**config.mk**
```make
export PLATFORM = sky130hd
export DESIGN_NAME = mdio_frame_slave
export DESIGN_NICKNAME = d
export VERILOG_FILES = /design/src/rtl/mdio_slv_pkg.sv /design/src/rtl/mdio_edge_sync.sv /design/src/rtl/mdio_frame_fsm.sv /design/src/rtl/mdio_frame_slave.sv
export SDC_FILE = /design/constraint.sdc
export NUM_CORES = 1
export LEC_CHECK = 0
export CORE_ASPECT_RATIO = 0.7
export CORE_UTILIZATION = 28
export DETAILED_ROUTE_END_ITERATION = 16
export DONT_BUFFER_PORTS = 1
export GPL_TIMING_DRIVEN = 1
export PLACE_DENSITY_LB_ADDON = 0.15
export SYNTH_ARGS = -nofsm -noshare
export SYNTH_HDL_FRONTEND = slang
export SYNTH_SLANG_ARGS = --single-unit
```
**constraint.sdc**
```tcl
create_clock -name clk -period 2.1 [get_ports clk]
set_input_delay 0.105 -clock clk [delete_from_list [all_inputs] [get_ports clk]]
set_output_delay 0.105 -clock clk [all_outputs]
set_load 0.005 [all_outputs]
```
**src/rtl/mdio_slv_pkg.sv**
```systemverilog
package mdio_slv_pkg;

   typedef enum logic [2:0] {
      ST_PRE   = 3'd0,
      ST_START = 3'd1,
      ST_OP    = 3'd2,
      ST_PHY   = 3'd3,
      ST_REG   = 3'd4,
      ST_TA    = 3'd5,
      ST_DATA  = 3'd6
   } frame_st_e;

   localparam logic [1:0] OP_READ = 2'b10;

endpackage

```
**src/rtl/mdio_edge_sync.sv**
```systemverilog
module mdio_edge_sync #(
   parameter int STAGES = 2
) (
   input  logic clk,
   input  logic rst_n,
   input  logic mdc_raw,
   input  logic mdio_raw,
   output logic mdio_s,
   output logic rise,
   output logic fall
);

   logic mdc_s;
   logic mdc_d;

   generate
      if (STAGES == 0) begin : g_bypass
         assign mdc_s  = mdc_raw;
         assign mdio_s = mdio_raw;
      end else begin : g_chain
         logic [STAGES-1:0] c_mdc;
         logic [STAGES-1:0] c_mdio;
         always_ff @(posedge clk) begin
            if (!rst_n) begin
               c_mdc  <= '0;
               c_mdio <= '0;
            end else begin
               c_mdc[0]  <= mdc_raw;
               c_mdio[0] <= mdio_raw;
               for (int i = 1; i < STAGES; i++) begin
                  c_mdc[i]  <= c_mdc[i-1];
                  c_mdio[i] <= c_mdio[i-1];
               end
            end
         end
         assign mdc_s  = c_mdc[STAGES-1];
         assign mdio_s = c_mdio[STAGES-1];
      end
   endgenerate

   always_ff @(posedge clk) begin
      if (!rst_n) mdc_d <= 1'b0;
      else        mdc_d <= mdc_s;
   end

   assign rise = mdc_s & ~mdc_d;
   assign fall = ~mdc_s & mdc_d;

endmodule

```
**src/rtl/mdio_frame_fsm.sv**
```systemverilog
module mdio_frame_fsm
   import mdio_slv_pkg::*;
#(
   parameter int              PHY_W     = 5,
   parameter int              REG_W     = 5,
   parameter int              DATA_W    = 16,
   parameter int              PRE_EDGES = 64,
   parameter int              OWN_PHY   = 1,
   parameter logic [DATA_W-1:0] ABSENT  = '1
) (
   input  logic              clk,
   input  logic              rst_n,
   input  logic              rise,
   input  logic              fall,
   input  logic              mdio_s,
   output logic [PHY_W-1:0]  reg_phy,
   output logic [REG_W-1:0]  reg_addr,
   output logic              reg_rd,
   input  logic [DATA_W-1:0] reg_rdata,
   output logic              reg_wr,
   output logic [DATA_W-1:0] reg_wdata,
   output logic              mdio_out,
   output logic              mdio_oe,
   output logic              start_err
);

   localparam int CNT_MAX0 = (PRE_EDGES > 2*DATA_W) ? PRE_EDGES : 2*DATA_W;
   localparam int CNT_MAX1 = (CNT_MAX0 > 2*PHY_W) ? CNT_MAX0 : 2*PHY_W;
   localparam int CNT_MAX  = (CNT_MAX1 > 2*REG_W) ? CNT_MAX1 : 2*REG_W;
   localparam int CNT_W    = $clog2(CNT_MAX + 1);
   localparam logic [CNT_W-1:0] E_PRE   = CNT_W'(PRE_EDGES);
   localparam logic [CNT_W-1:0] E_START = CNT_W'(2);
   localparam logic [CNT_W-1:0] E_OP    = CNT_W'(4);
   localparam logic [CNT_W-1:0] E_PHY   = CNT_W'(2*PHY_W);
   localparam logic [CNT_W-1:0] E_REG   = CNT_W'(2*REG_W);
   localparam logic [CNT_W-1:0] E_TA    = CNT_W'(4);
   localparam logic [CNT_W-1:0] E_DATA  = CNT_W'(2*DATA_W);
   localparam logic [PHY_W-1:0] MY_PHY  = PHY_W'(OWN_PHY);

   frame_st_e         st;
   logic [CNT_W-1:0]  cnt;
   logic [CNT_W-1:0]  cnt_inc;
   logic [1:0]        op_q;
   logic [PHY_W-1:0]  phy_q;
   logic [REG_W-1:0]  reg_q;
   logic [DATA_W-1:0] sh_q;
   logic              any_edge;
   logic              phy_hit;
   logic              ta_done;
   logic              data_done;

   assign any_edge  = rise | fall;
   assign cnt_inc   = (&cnt) ? cnt : cnt + 1'b1;
   assign phy_hit   = (phy_q == MY_PHY);
   assign ta_done   = (st == ST_TA) && rise && (cnt_inc == E_TA);
   assign data_done = (st == ST_DATA) && rise && (cnt_inc == E_DATA);

   assign reg_rd    = ta_done && (op_q == OP_READ) && phy_hit;
   assign reg_phy   = phy_q;
   assign reg_addr  = reg_q;
   assign reg_wdata = sh_q;

   always_ff @(posedge clk) begin
      if (!rst_n) begin
         st        <= ST_PRE;
         cnt       <= '0;
         op_q      <= '0;
         phy_q     <= '0;
         reg_q     <= '0;
         sh_q      <= '0;
         mdio_out  <= 1'b0;
         mdio_oe   <= 1'b0;
         reg_wr    <= 1'b0;
         start_err <= 1'b0;
      end else begin
         reg_wr <= 1'b0;
         if (any_edge) begin
            cnt <= cnt_inc;
            unique case (st)
               ST_PRE: begin
                  if (rise && !mdio_s && cnt_inc >= E_PRE) begin
                     cnt <= '0;
                     st  <= ST_START;
                  end
               end
               ST_START: begin
                  if (rise) begin
                     if (!mdio_s) start_err <= 1'b1;
                     if (cnt_inc == E_START) begin
                        cnt <= '0;
                        st  <= ST_OP;
                     end
                  end
               end
               ST_OP: begin
                  if (rise) begin
                     op_q <= {op_q[0], mdio_s};
                     if (cnt_inc == E_OP) begin
                        cnt <= '0;
                        st  <= ST_PHY;
                     end
                  end
               end
               ST_PHY: begin
                  if (rise) begin
                     phy_q <= {phy_q[PHY_W-2:0], mdio_s};
                     if (cnt_inc == E_PHY) begin
                        cnt <= '0;
                        st  <= ST_REG;
                     end
                  end
               end
               ST_REG: begin
                  if (rise) begin
                     reg_q <= {reg_q[REG_W-2:0], mdio_s};
                     if (cnt_inc == E_REG) begin
                        cnt <= '0;
                        st  <= ST_TA;
                     end
                  end
               end
               ST_TA: begin
                  if (ta_done) begin
                     cnt <= '0;
                     st  <= ST_DATA;
                     if (op_q == OP_READ) begin
                        mdio_oe  <= 1'b1;
                        mdio_out <= 1'b0;
                        sh_q     <= phy_hit ? reg_rdata : ABSENT;
                     end
                  end
               end
               ST_DATA: begin
                  if (fall && mdio_oe) begin
                     mdio_out <= sh_q[DATA_W-1];
                     sh_q     <= {sh_q[DATA_W-2:0], 1'b0};
                  end
                  if (rise && !mdio_oe) sh_q <= {sh_q[DATA_W-2:0], mdio_s};
                  if (data_done) begin
                     cnt     <= '0;
                     st      <= ST_PRE;
                     mdio_oe <= 1'b0;
                     if (!mdio_oe && phy_hit) reg_wr <= 1'b1;
                  end
               end
               default: st <= ST_PRE;
            endcase
         end
      end
   end

   AST_PRE_EXIT_LOW: assert property (@(posedge clk) disable iff (!rst_n)
      (st == ST_START && $past(st) == ST_PRE) |-> !$past(mdio_s));
   AST_ERR_STICKY: assert property (@(posedge clk) disable iff (!rst_n)
      start_err |=> start_err);
   AST_RD_THEN_DRIVE: assert property (@(posedge clk) disable iff (!rst_n)
      reg_rd |=> mdio_oe);
   AST_OE_IN_DATA: assert property (@(posedge clk) disable iff (!rst_n)
      mdio_oe |-> st == ST_DATA);
   AST_OUT_HOLD: assert property (@(posedge clk) disable iff (!rst_n)
      (st == ST_DATA && $past(st) == ST_DATA && mdio_oe && !fall) |=> $stable(mdio_out));
   AST_WR_PULSE: assert property (@(posedge clk) disable iff (!rst_n)
      reg_wr |=> !reg_wr);
   AST_WR_OWN: assert property (@(posedge clk) disable iff (!rst_n)
      reg_wr |-> reg_phy == MY_PHY);
   AST_WR_NO_DRIVE: assert property (@(posedge clk) disable iff (!rst_n)
      reg_wr |-> !mdio_oe && !$past(mdio_oe));

endmodule

```
**src/rtl/mdio_frame_slave.sv**
```systemverilog
module mdio_frame_slave #(
   parameter int PHY_W       = 5,
   parameter int REG_W       = 5,
   parameter int DATA_W      = 16,
   parameter int PRE_EDGES   = 64,
   parameter int SYNC_STAGES = 2,
   parameter int OWN_PHY     = 1
) (
   input  logic              clk,
   input  logic              rst_n,
   input  logic              mdc,
   input  logic              mdio_in,
   output logic              mdio_out,
   output logic              mdio_oe,
   output logic [PHY_W-1:0]  reg_phy,
   output logic [REG_W-1:0]  reg_addr,
   output logic              reg_rd,
   input  logic [DATA_W-1:0] reg_rdata,
   output logic              reg_wr,
   output logic [DATA_W-1:0] reg_wdata,
   output logic              start_err
);

   generate
      if (PHY_W < 2 || REG_W < 2 || DATA_W < 2) begin : g_bad_width
         $error("mdio_frame_slave: field widths must be at least 2");
      end
      if (OWN_PHY < 0 || OWN_PHY >= (1 << PHY_W)) begin : g_bad_phy
         $error("mdio_frame_slave: OWN_PHY does not fit PHY_W");
      end
      if (SYNC_STAGES < 0 || PRE_EDGES < 1) begin : g_bad_cfg
         $error("mdio_frame_slave: bad synchronizer or preamble setting");
      end
   endgenerate

   logic mdio_s;
   logic rise;
   logic fall;

   mdio_edge_sync #(
      .STAGES (SYNC_STAGES)
   ) u_sync (
      .clk      (clk),
      .rst_n    (rst_n),
      .mdc_raw  (mdc),
      .mdio_raw (mdio_in),
      .mdio_s   (mdio_s),
      .rise     (rise),
      .fall     (fall)
   );

   mdio_frame_fsm #(
      .PHY_W     (PHY_W),
      .REG_W     (REG_W),
      .DATA_W    (DATA_W),
      .PRE_EDGES (PRE_EDGES),
      .OWN_PHY   (OWN_PHY),
      .ABSENT    ('1)
   ) u_fsm (
      .clk       (clk),
      .rst_n     (rst_n),
      .rise      (rise),
      .fall      (fall),
      .mdio_s    (mdio_s),
      .reg_phy   (reg_phy),
      .reg_addr  (reg_addr),
      .reg_rd    (reg_rd),
      .reg_rdata (reg_rdata),
      .reg_wr    (reg_wr),
      .reg_wdata (reg_wdata),
      .mdio_out  (mdio_out),
      .mdio_oe   (mdio_oe),
      .start_err (start_err)
   );

endmodule

```
After elaboration in Yosys (flattened, before gate mapping)
Cells that the tools add are included.
{"block": "classes", "shift": 0, "n_mux": 38, "bitwise": 6, "div_mod_pow": 0, "n_mul": 0, "n_eq_ne": 26, "reduce_logical": 26, "magnitude_cmp": 1, "add_sub_neg": 1}
{"cell": "$mux W16", "count": 5}
{"cell": "$mux W7", "count": 10}
{"cell": "$pmux W7 S6", "count": 1}
{"cell": "$mux W3", "count": 11}
{"cell": "$pmux W16 S2", "count": 1}
{"cell": "$ne A2 B1 Y1 const B", "count": 11}
{"cell": "$pmux W3 S7", "count": 1}
{"cell": "$reduce_and A5 Y1", "count": 3}
{"cell": "$reduce_and A12 Y1", "count": 1}
{"cell": "$logic_and A1 B1 Y1", "count": 11}
{"cell": "$eq A3 B3 Y1 const B", "count": 3}
{"cell": "$reduce_and A3 Y1", "count": 3}
{"cell": "$reduce_and A4 Y1", "count": 2}
{"cell": "$add A7 B1 Y7 const B", "count": 1}
{"cell": "$eq A7 B2 Y1 const B", "count": 1}
{"cell": "$eq A7 B3 Y1 const B", "count": 1}
{"cell": "$eq A7 B4 Y1 const B", "count": 1}
{"cell": "$eq A7 B6 Y1 const B", "count": 1}
{"cell": "$ge A7 B7 Y1 const B", "count": 1}
{"cell": "$mux W1", "count": 7}
{"cell": "$reduce_and A7 Y1", "count": 1}
{"cell": "$eq A3 B2 Y1 const B", "count": 2}
{"cell": "$eq A5 B1 Y1 const B", "count": 1}
{"cell": "$ne A2 B2 Y1 const B", "count": 2}
{"cell": "other kinds (11)", "count": 16}
{"block": "totals", "output_inout_bits": 31, "rom_bits": 0, "ff_bits": 47, "inputBits": 20, "n_memories": 0, "latchBits": 0, "ramBits": 0}

Logic depth before layout (Yosys ltp)
{"block": "depth", "ltp_word": 6, "depth_mapped": 11, "ltp_nobuf": 9}

Modules after synthesis
From an unflattened synthesis, not the netlist that was laid out.
{"block": "hier_totals", "hier_cells": 317, "area_unflattened_um2": 2523.7}
{"mod": "mdio_frame_fsm", "n_inst": 1, "cells_each": 305, "area_per_inst_um2": 2379.8}
{"mod": "mdio_edge_sync", "n_inst": 1, "cells_each": 12, "area_per_inst_um2": 143.9}

Worst setup path after synthesis
Ideal clock, no wire load.
{"block": "synth_timing", "path_type": "register to register", "start": "register u_fsm.cnt[0]", "end": "register u_fsm.mdio_out", "synth_period_minus_slack_ns": 2.292, "path_slack_ns": -0.192, "setup_time_ns": 0.122, "t_arrival_ns": 2.170, "stages_incl_launch_ff": 9, "path_buffers": 0, "path_cell_list": "dfxtp_1 ha_1 nand3_2 mux2i_1 nand3_2 or4_1 or3_4 o311ai_2 a21oi_2"}
{"block": "synth_via", "elab_chain_cells": 6}
{"item": "from (decl)", "line_no": "mdio_frame_fsm.sv:41", "text": "logic [CNT_W-1:0] cnt;"}
{"item": "from (signal assigned)", "line_no": "mdio_frame_fsm.sv:78", "text": "cnt <= cnt_inc;"}
{"item": "$add A7 B1 Y7 or $reduce_and A7 Y1 (tied branches)", "line_no": "mdio_frame_fsm.sv:53", "text": "assign cnt_inc = (&cnt) ? cnt : cnt + 1'b1;"}
{"item": "$mux W7 (*)", "line_no": "mdio_frame_fsm.sv:53"}
{"item": "$eq A7 B3 Y1 (*)", "line_no": "mdio_frame_fsm.sv:55", "text": "assign ta_done = (st == ST_TA) && rise && (cnt_inc == E_TA);"}
{"item": "$logic_and A1 B1 Y1 (*)", "line_no": "mdio_frame_fsm.sv:55"}
{"item": "$ne A2 B1 Y1 (no source line) (*)"}
{"item": "$reduce_and A5 Y1 (no source line) (*)"}
{"item": "to (signal assigned)", "line_no": "mdio_frame_fsm.sv:135", "text": "mdio_out <= sh_q[DATA_W-1];"}
{"item": "to (decl)", "line_no": "mdio_frame_fsm.sv:22", "text": "output logic mdio_out,"}
Mark *: on every way between the ends. The rest lies on a longest branch, timed or not.
A chain may end at the register's enable or synchronous reset.

Worst setup path in the final report
{"block": "layout_timing", "start": "register u_fsm.cnt[0]", "end": "register u_fsm.sh_q[6], in the netlist u_fsm.reg_wdata[6]"}
{"block": "layout_via", "elab_chain_cells": 6}
{"item": "$add A7 B1 Y7 or $reduce_and A7 Y1 (tied branches)", "line_no": "mdio_frame_fsm.sv:53"}
{"item": "$mux W7 (*)", "line_no": "mdio_frame_fsm.sv:53"}
{"item": "$eq A7 B3 Y1 (*)", "line_no": "mdio_frame_fsm.sv:55"}
{"item": "$logic_and A1 B1 Y1 (*)", "line_no": "mdio_frame_fsm.sv:55"}
{"item": "$ne A2 B1 Y1 (no source line) (*)"}
{"item": "$reduce_and A5 Y1 (no source line) (*)"}
{"item": "to (signal assigned)", "line_no": "mdio_frame_fsm.sv:129", "text": "sh_q <= phy_hit ? reg_rdata : ABSENT;"}
{"item": "to (signal assigned)", "line_no": "mdio_frame_fsm.sv:136", "text": "sh_q <= {sh_q[DATA_W-2:0], 1'b0};"}
{"item": "to (signal assigned)", "line_no": "mdio_frame_fsm.sv:138", "text": "if (rise && !mdio_oe) sh_q <= {sh_q[DATA_W-2:0], mdio_s};"}
{"item": "to (decl)", "line_no": "mdio_frame_fsm.sv:46", "text": "logic [DATA_W-1:0] sh_q;"}
Marks and branches as above.

==> run_results.csv <==
group,metric,value,unit
place,place_inst,455,
logic_synthesis,synth_flop_cell,"dfxtp_1",
die,num_rows,28,
global_route,grt_max_degree,36,
die,die_h,80.7,um
die,die_x,114,um
logic_synthesis,synth.net_count,337,
logic_synthesis,yosys_warnings,0,
clock_network,clk_latency,290,ps
run_status,status,"complete, but fails checks",
sta,max_freq,444,MHz
clock_network,ctsRootBufferMaster,"clkbuf_16",
logic_synthesis,syn_area,2480,um2
logic_synthesis,synth_edf_count,0,
die,io_pins,51,
min_path,min_from,"rst_n",
routing,vias,2335,
sta,post-route-min-period,2250,ps
place,port_buffers,0,
worst_setup_path,cp-endpoint,"u_fsm.reg_wdata[6]",
die,start_util,0.291,
routing,drcViolationCount,0,
logic_synthesis,synth_cell_types,48,
finish,antenna_cells,0,
logic_synthesis,ys_seq_elements,47,
routing,wl_per_cell,15.1,um
worst_setup_path,cp.required,2320,ps
finish,syn2layout_area_growth,37.4,%
worst_setup_path,worstSetupStartpoint,"u_fsm.cnt[0]",
power,report.power.total,1.87,mW
logic_synthesis,syn_avg_cell_area,7.94,um2
worst_setup_path,criticalPathCategory,"register to register",
worst_setup_path,r2r_start,"u_fsm.cnt[0]",
min_path,hold_depth,3,
routing,drt_pass1_iterations,4,
routing,drtAntennaViolNets,0,
worst_setup_path,crit_path_end_kind,"register",
sta,finClkSkew,4.63,ps
global_route,antenna_found_initial,0,
clock_network,clk_pin_slew,70,ps
global_route,grt_pass1_vias,2167,
worst_setup_path,rrSetupSlack,-150,ps
finish,final_cell_area,3400,um2
clock_network,cts_tree,"built",
logic_synthesis,synth_area_leaders,"dfxtp_1, nor2_1, mux2i_1, a21oi_1, or3_1",
finish,fillCellCount,900,
power,p_leak,1.26,nW
logic_synthesis,yosysSeqAreaShare,0.380,
worst_setup_path,cp.arrival,2470,ps
sta,post-route-period-util,1.07,
place,place_congestion,0.792,
sta,finalHoldViolCount,0,
sta,relSlewSlack,0.683,
place,dpl-instance-area,2910,um2
routing,postRouteWirelength,7150,um
routing,avgViaCountPerCell,4.94,
worst_setup_path,path_max_fanout,15,
sta,finalWorstSetupSlack,-152,ps
die,die-area,9230,um2
job,maxCapViolations,0,
routing,drt_iter0_drc,105,
worst_setup_path,cp-start-kind,"register",
logic_synthesis,synth_cells,312,
logic_synthesis,yosys.area.top_type,"dfxtp_1",
clock_network,cts_buffers,5,
sta,setup_viol,23,
worst_setup_path,cp_slowest_cell,"dfxtp_4",
worst_setup_path,path_cells,"ha_4 > nand3_4 > mux2i_4 > nand3_4 > nor4_4 > o21ai_4 > buf_12 > or3_1 > a21oi_1",
global_route,grt_first_pass_wirelength,11100,um
worst_setup_path,reg2reg_to,"u_fsm.reg_wdata[6]",
clock_network,cts.sinks,47,
power,powerDensity,548,nW/um2
finish,drive_above_1_share,0.292,
worst_setup_path,max_stage_delay,370,ps
finish,utilization,0.400,
worst_setup_path,critPathMostFrequentCell,"nand3_4",
finish,nets,377,
global_route,grt_usage,0.158,
place,hpwl,4980,um
finish,final_cells,473,
sta,finalSetupTns,-2460,ps
sta,rsz0062_at_grt,"true",
clock_network,clock_path_buffers,2,
sta,slew_violations,0,
clock_network,htree_levels,2,
die,core_area,8510,um2
logic_synthesis,synthArstFlopShare,0,
worst_setup_path,rr_worst_depth,9,
sta,tightest_slew,475,ps
logic_synthesis,synth_top_area_frac,0.380,
run_status,violations,"setup timing",
min_path,hold_class,"input pin to register",
global_route,overflow,0,
power,ir_worst_vdd,0.279,mV
[power breakdown]
| group | switching (mW) | internal, mW |
|---|---|---|
| combinational | 0.0516 | 0.0424 |
| sequential | 0.00976 | 0.897 |
| clock | 0.352 | 0.514 |
[worst min-delay path by stage]
stage                                          end  slack [ps]
after floorplan            u_sync.g_chain.c_mdc[0]         230
after global placement    u_sync.g_chain.c_mdio[0]         230
final                                  u_fsm.st[0]          30
after detailed placement  u_sync.g_chain.c_mdio[0]         230
after global routing                   u_fsm.st[0]          70
after CTS                             u_fsm.cnt[3]           1
[cell families (layout without fill, tap and decap cells)]
family | Yosys count | in the layout | share of synthesized area
and+or+nand+nor | 158 | 158 | 0.328
adders and majority gates | 5 | 5 | 0.0253
buffers and inverters | 26 | 67 | 0.0470
xor gates and xnor gates | 2 | 2 | 0.00708
DFF | 47 | 47 | 0.380
AOI/OAI and AO/OA | 59 | 59 | 0.152
muxes | 15 | 15 | 0.0611
[flip-flops by register name, indices dropped and copies added, names as in the netlist]
name                   count
u_fsm.start_err            1
u_fsm.reg_wr               1
u_fsm.reg_wdata           16
u_fsm.mdio_oe              1
u_fsm.st                   3
u_sync.g_chain.c_mdio      2
u_fsm.op_q                 2
u_fsm.cnt                  7
u_fsm.mdio_out             1
u_fsm.reg_addr             5
u_sync.mdc_d               1
u_sync.g_chain.c_mdc       2
u_fsm.reg_phy              5
[per-stage QoR]
| step | hold slack (ps) | setup WS (ps) |
|---|---|---|
| finish | 34.2 | -152 |
| global route | 65.4 | -237 |
| CTS | 1.17 | -127 |
| detailed placement | 233 | -156 |
| global placement | 231 | -167 |
| floorplan | 232 | 10.8 |
[final cells by class]
cell class | count | area (um2) | area share
timing repair buffer | 52 | 449 | 0.132
multi-input combinational | 239 | 1660 | 0.488
inverter | 7 | 26.3 | 0.00772
sequential | 47 | 955 | 0.281
clock inverter | 2 | 13.8 | 0.00404
clock buffer | 6 | 150 | 0.0441
tap | 120 | 150 | 0.0441
[cell usage after synthesis, drive strengths merged, types with 3 or more instances]
library cell and instances:
a21oi 26, a31oi 6, and2 8, and3 3, buf 5, clkbuf 14
dfxtp 47, ha 5, inv 6, mux2i 14, nand2 29, nand2b 4
nand3 9, nor2 46, nor2b 5, nor3 20, nor4 3, o211ai 3
o21a 3, o21ai 7, o31ai 3, or3 19
[layout by cell type, fill, tap and decap left out, drive strengths merged, types with 3 or more instances in the layout]
cell type,count
a21oi,26
a31oi,6
and2,8
and3,3
buf,47
clkbuf,7
clkinv,3
dfxtp,47
dlygate4sd3,4
ha,5
inv,6
mux2i,14
nand2,29
nand2b,4
nand3,9
nor2,46
nor2b,5
nor3,20
nor4,3
o211ai,3
o21a,3
o21ai,7
o31ai,3
or3,19
[worst max-delay path, delay by kind of cell (launching register included)]
family	cells	cell delay, ps
compound gates	2	260
simple gates	4	950
mux	1	250
flops	1	370
fa+ha+maj	1	180
buf+inv	1	160
[timing repair]
item,4_1_cts,5_1_grt
buffers inserted,2,3
cloned,0,1
endpoints found under the hold margin,10,1
resized for setup,16,32
hold buffers,3,1
pin swaps,10,23
setup endpoints to repair,27,27
[metal layers]
metal,global-route usage,part of all wire,up-vias
li1,-,-,1193
met4,0.0390,0.0032,0
met3,0.0430,0.065,2
met5,0,0,-
met2,0.213,0.41,57
met1,0.240,0.53,1083
Note: power is estimated with default switching activity, not from simulation.
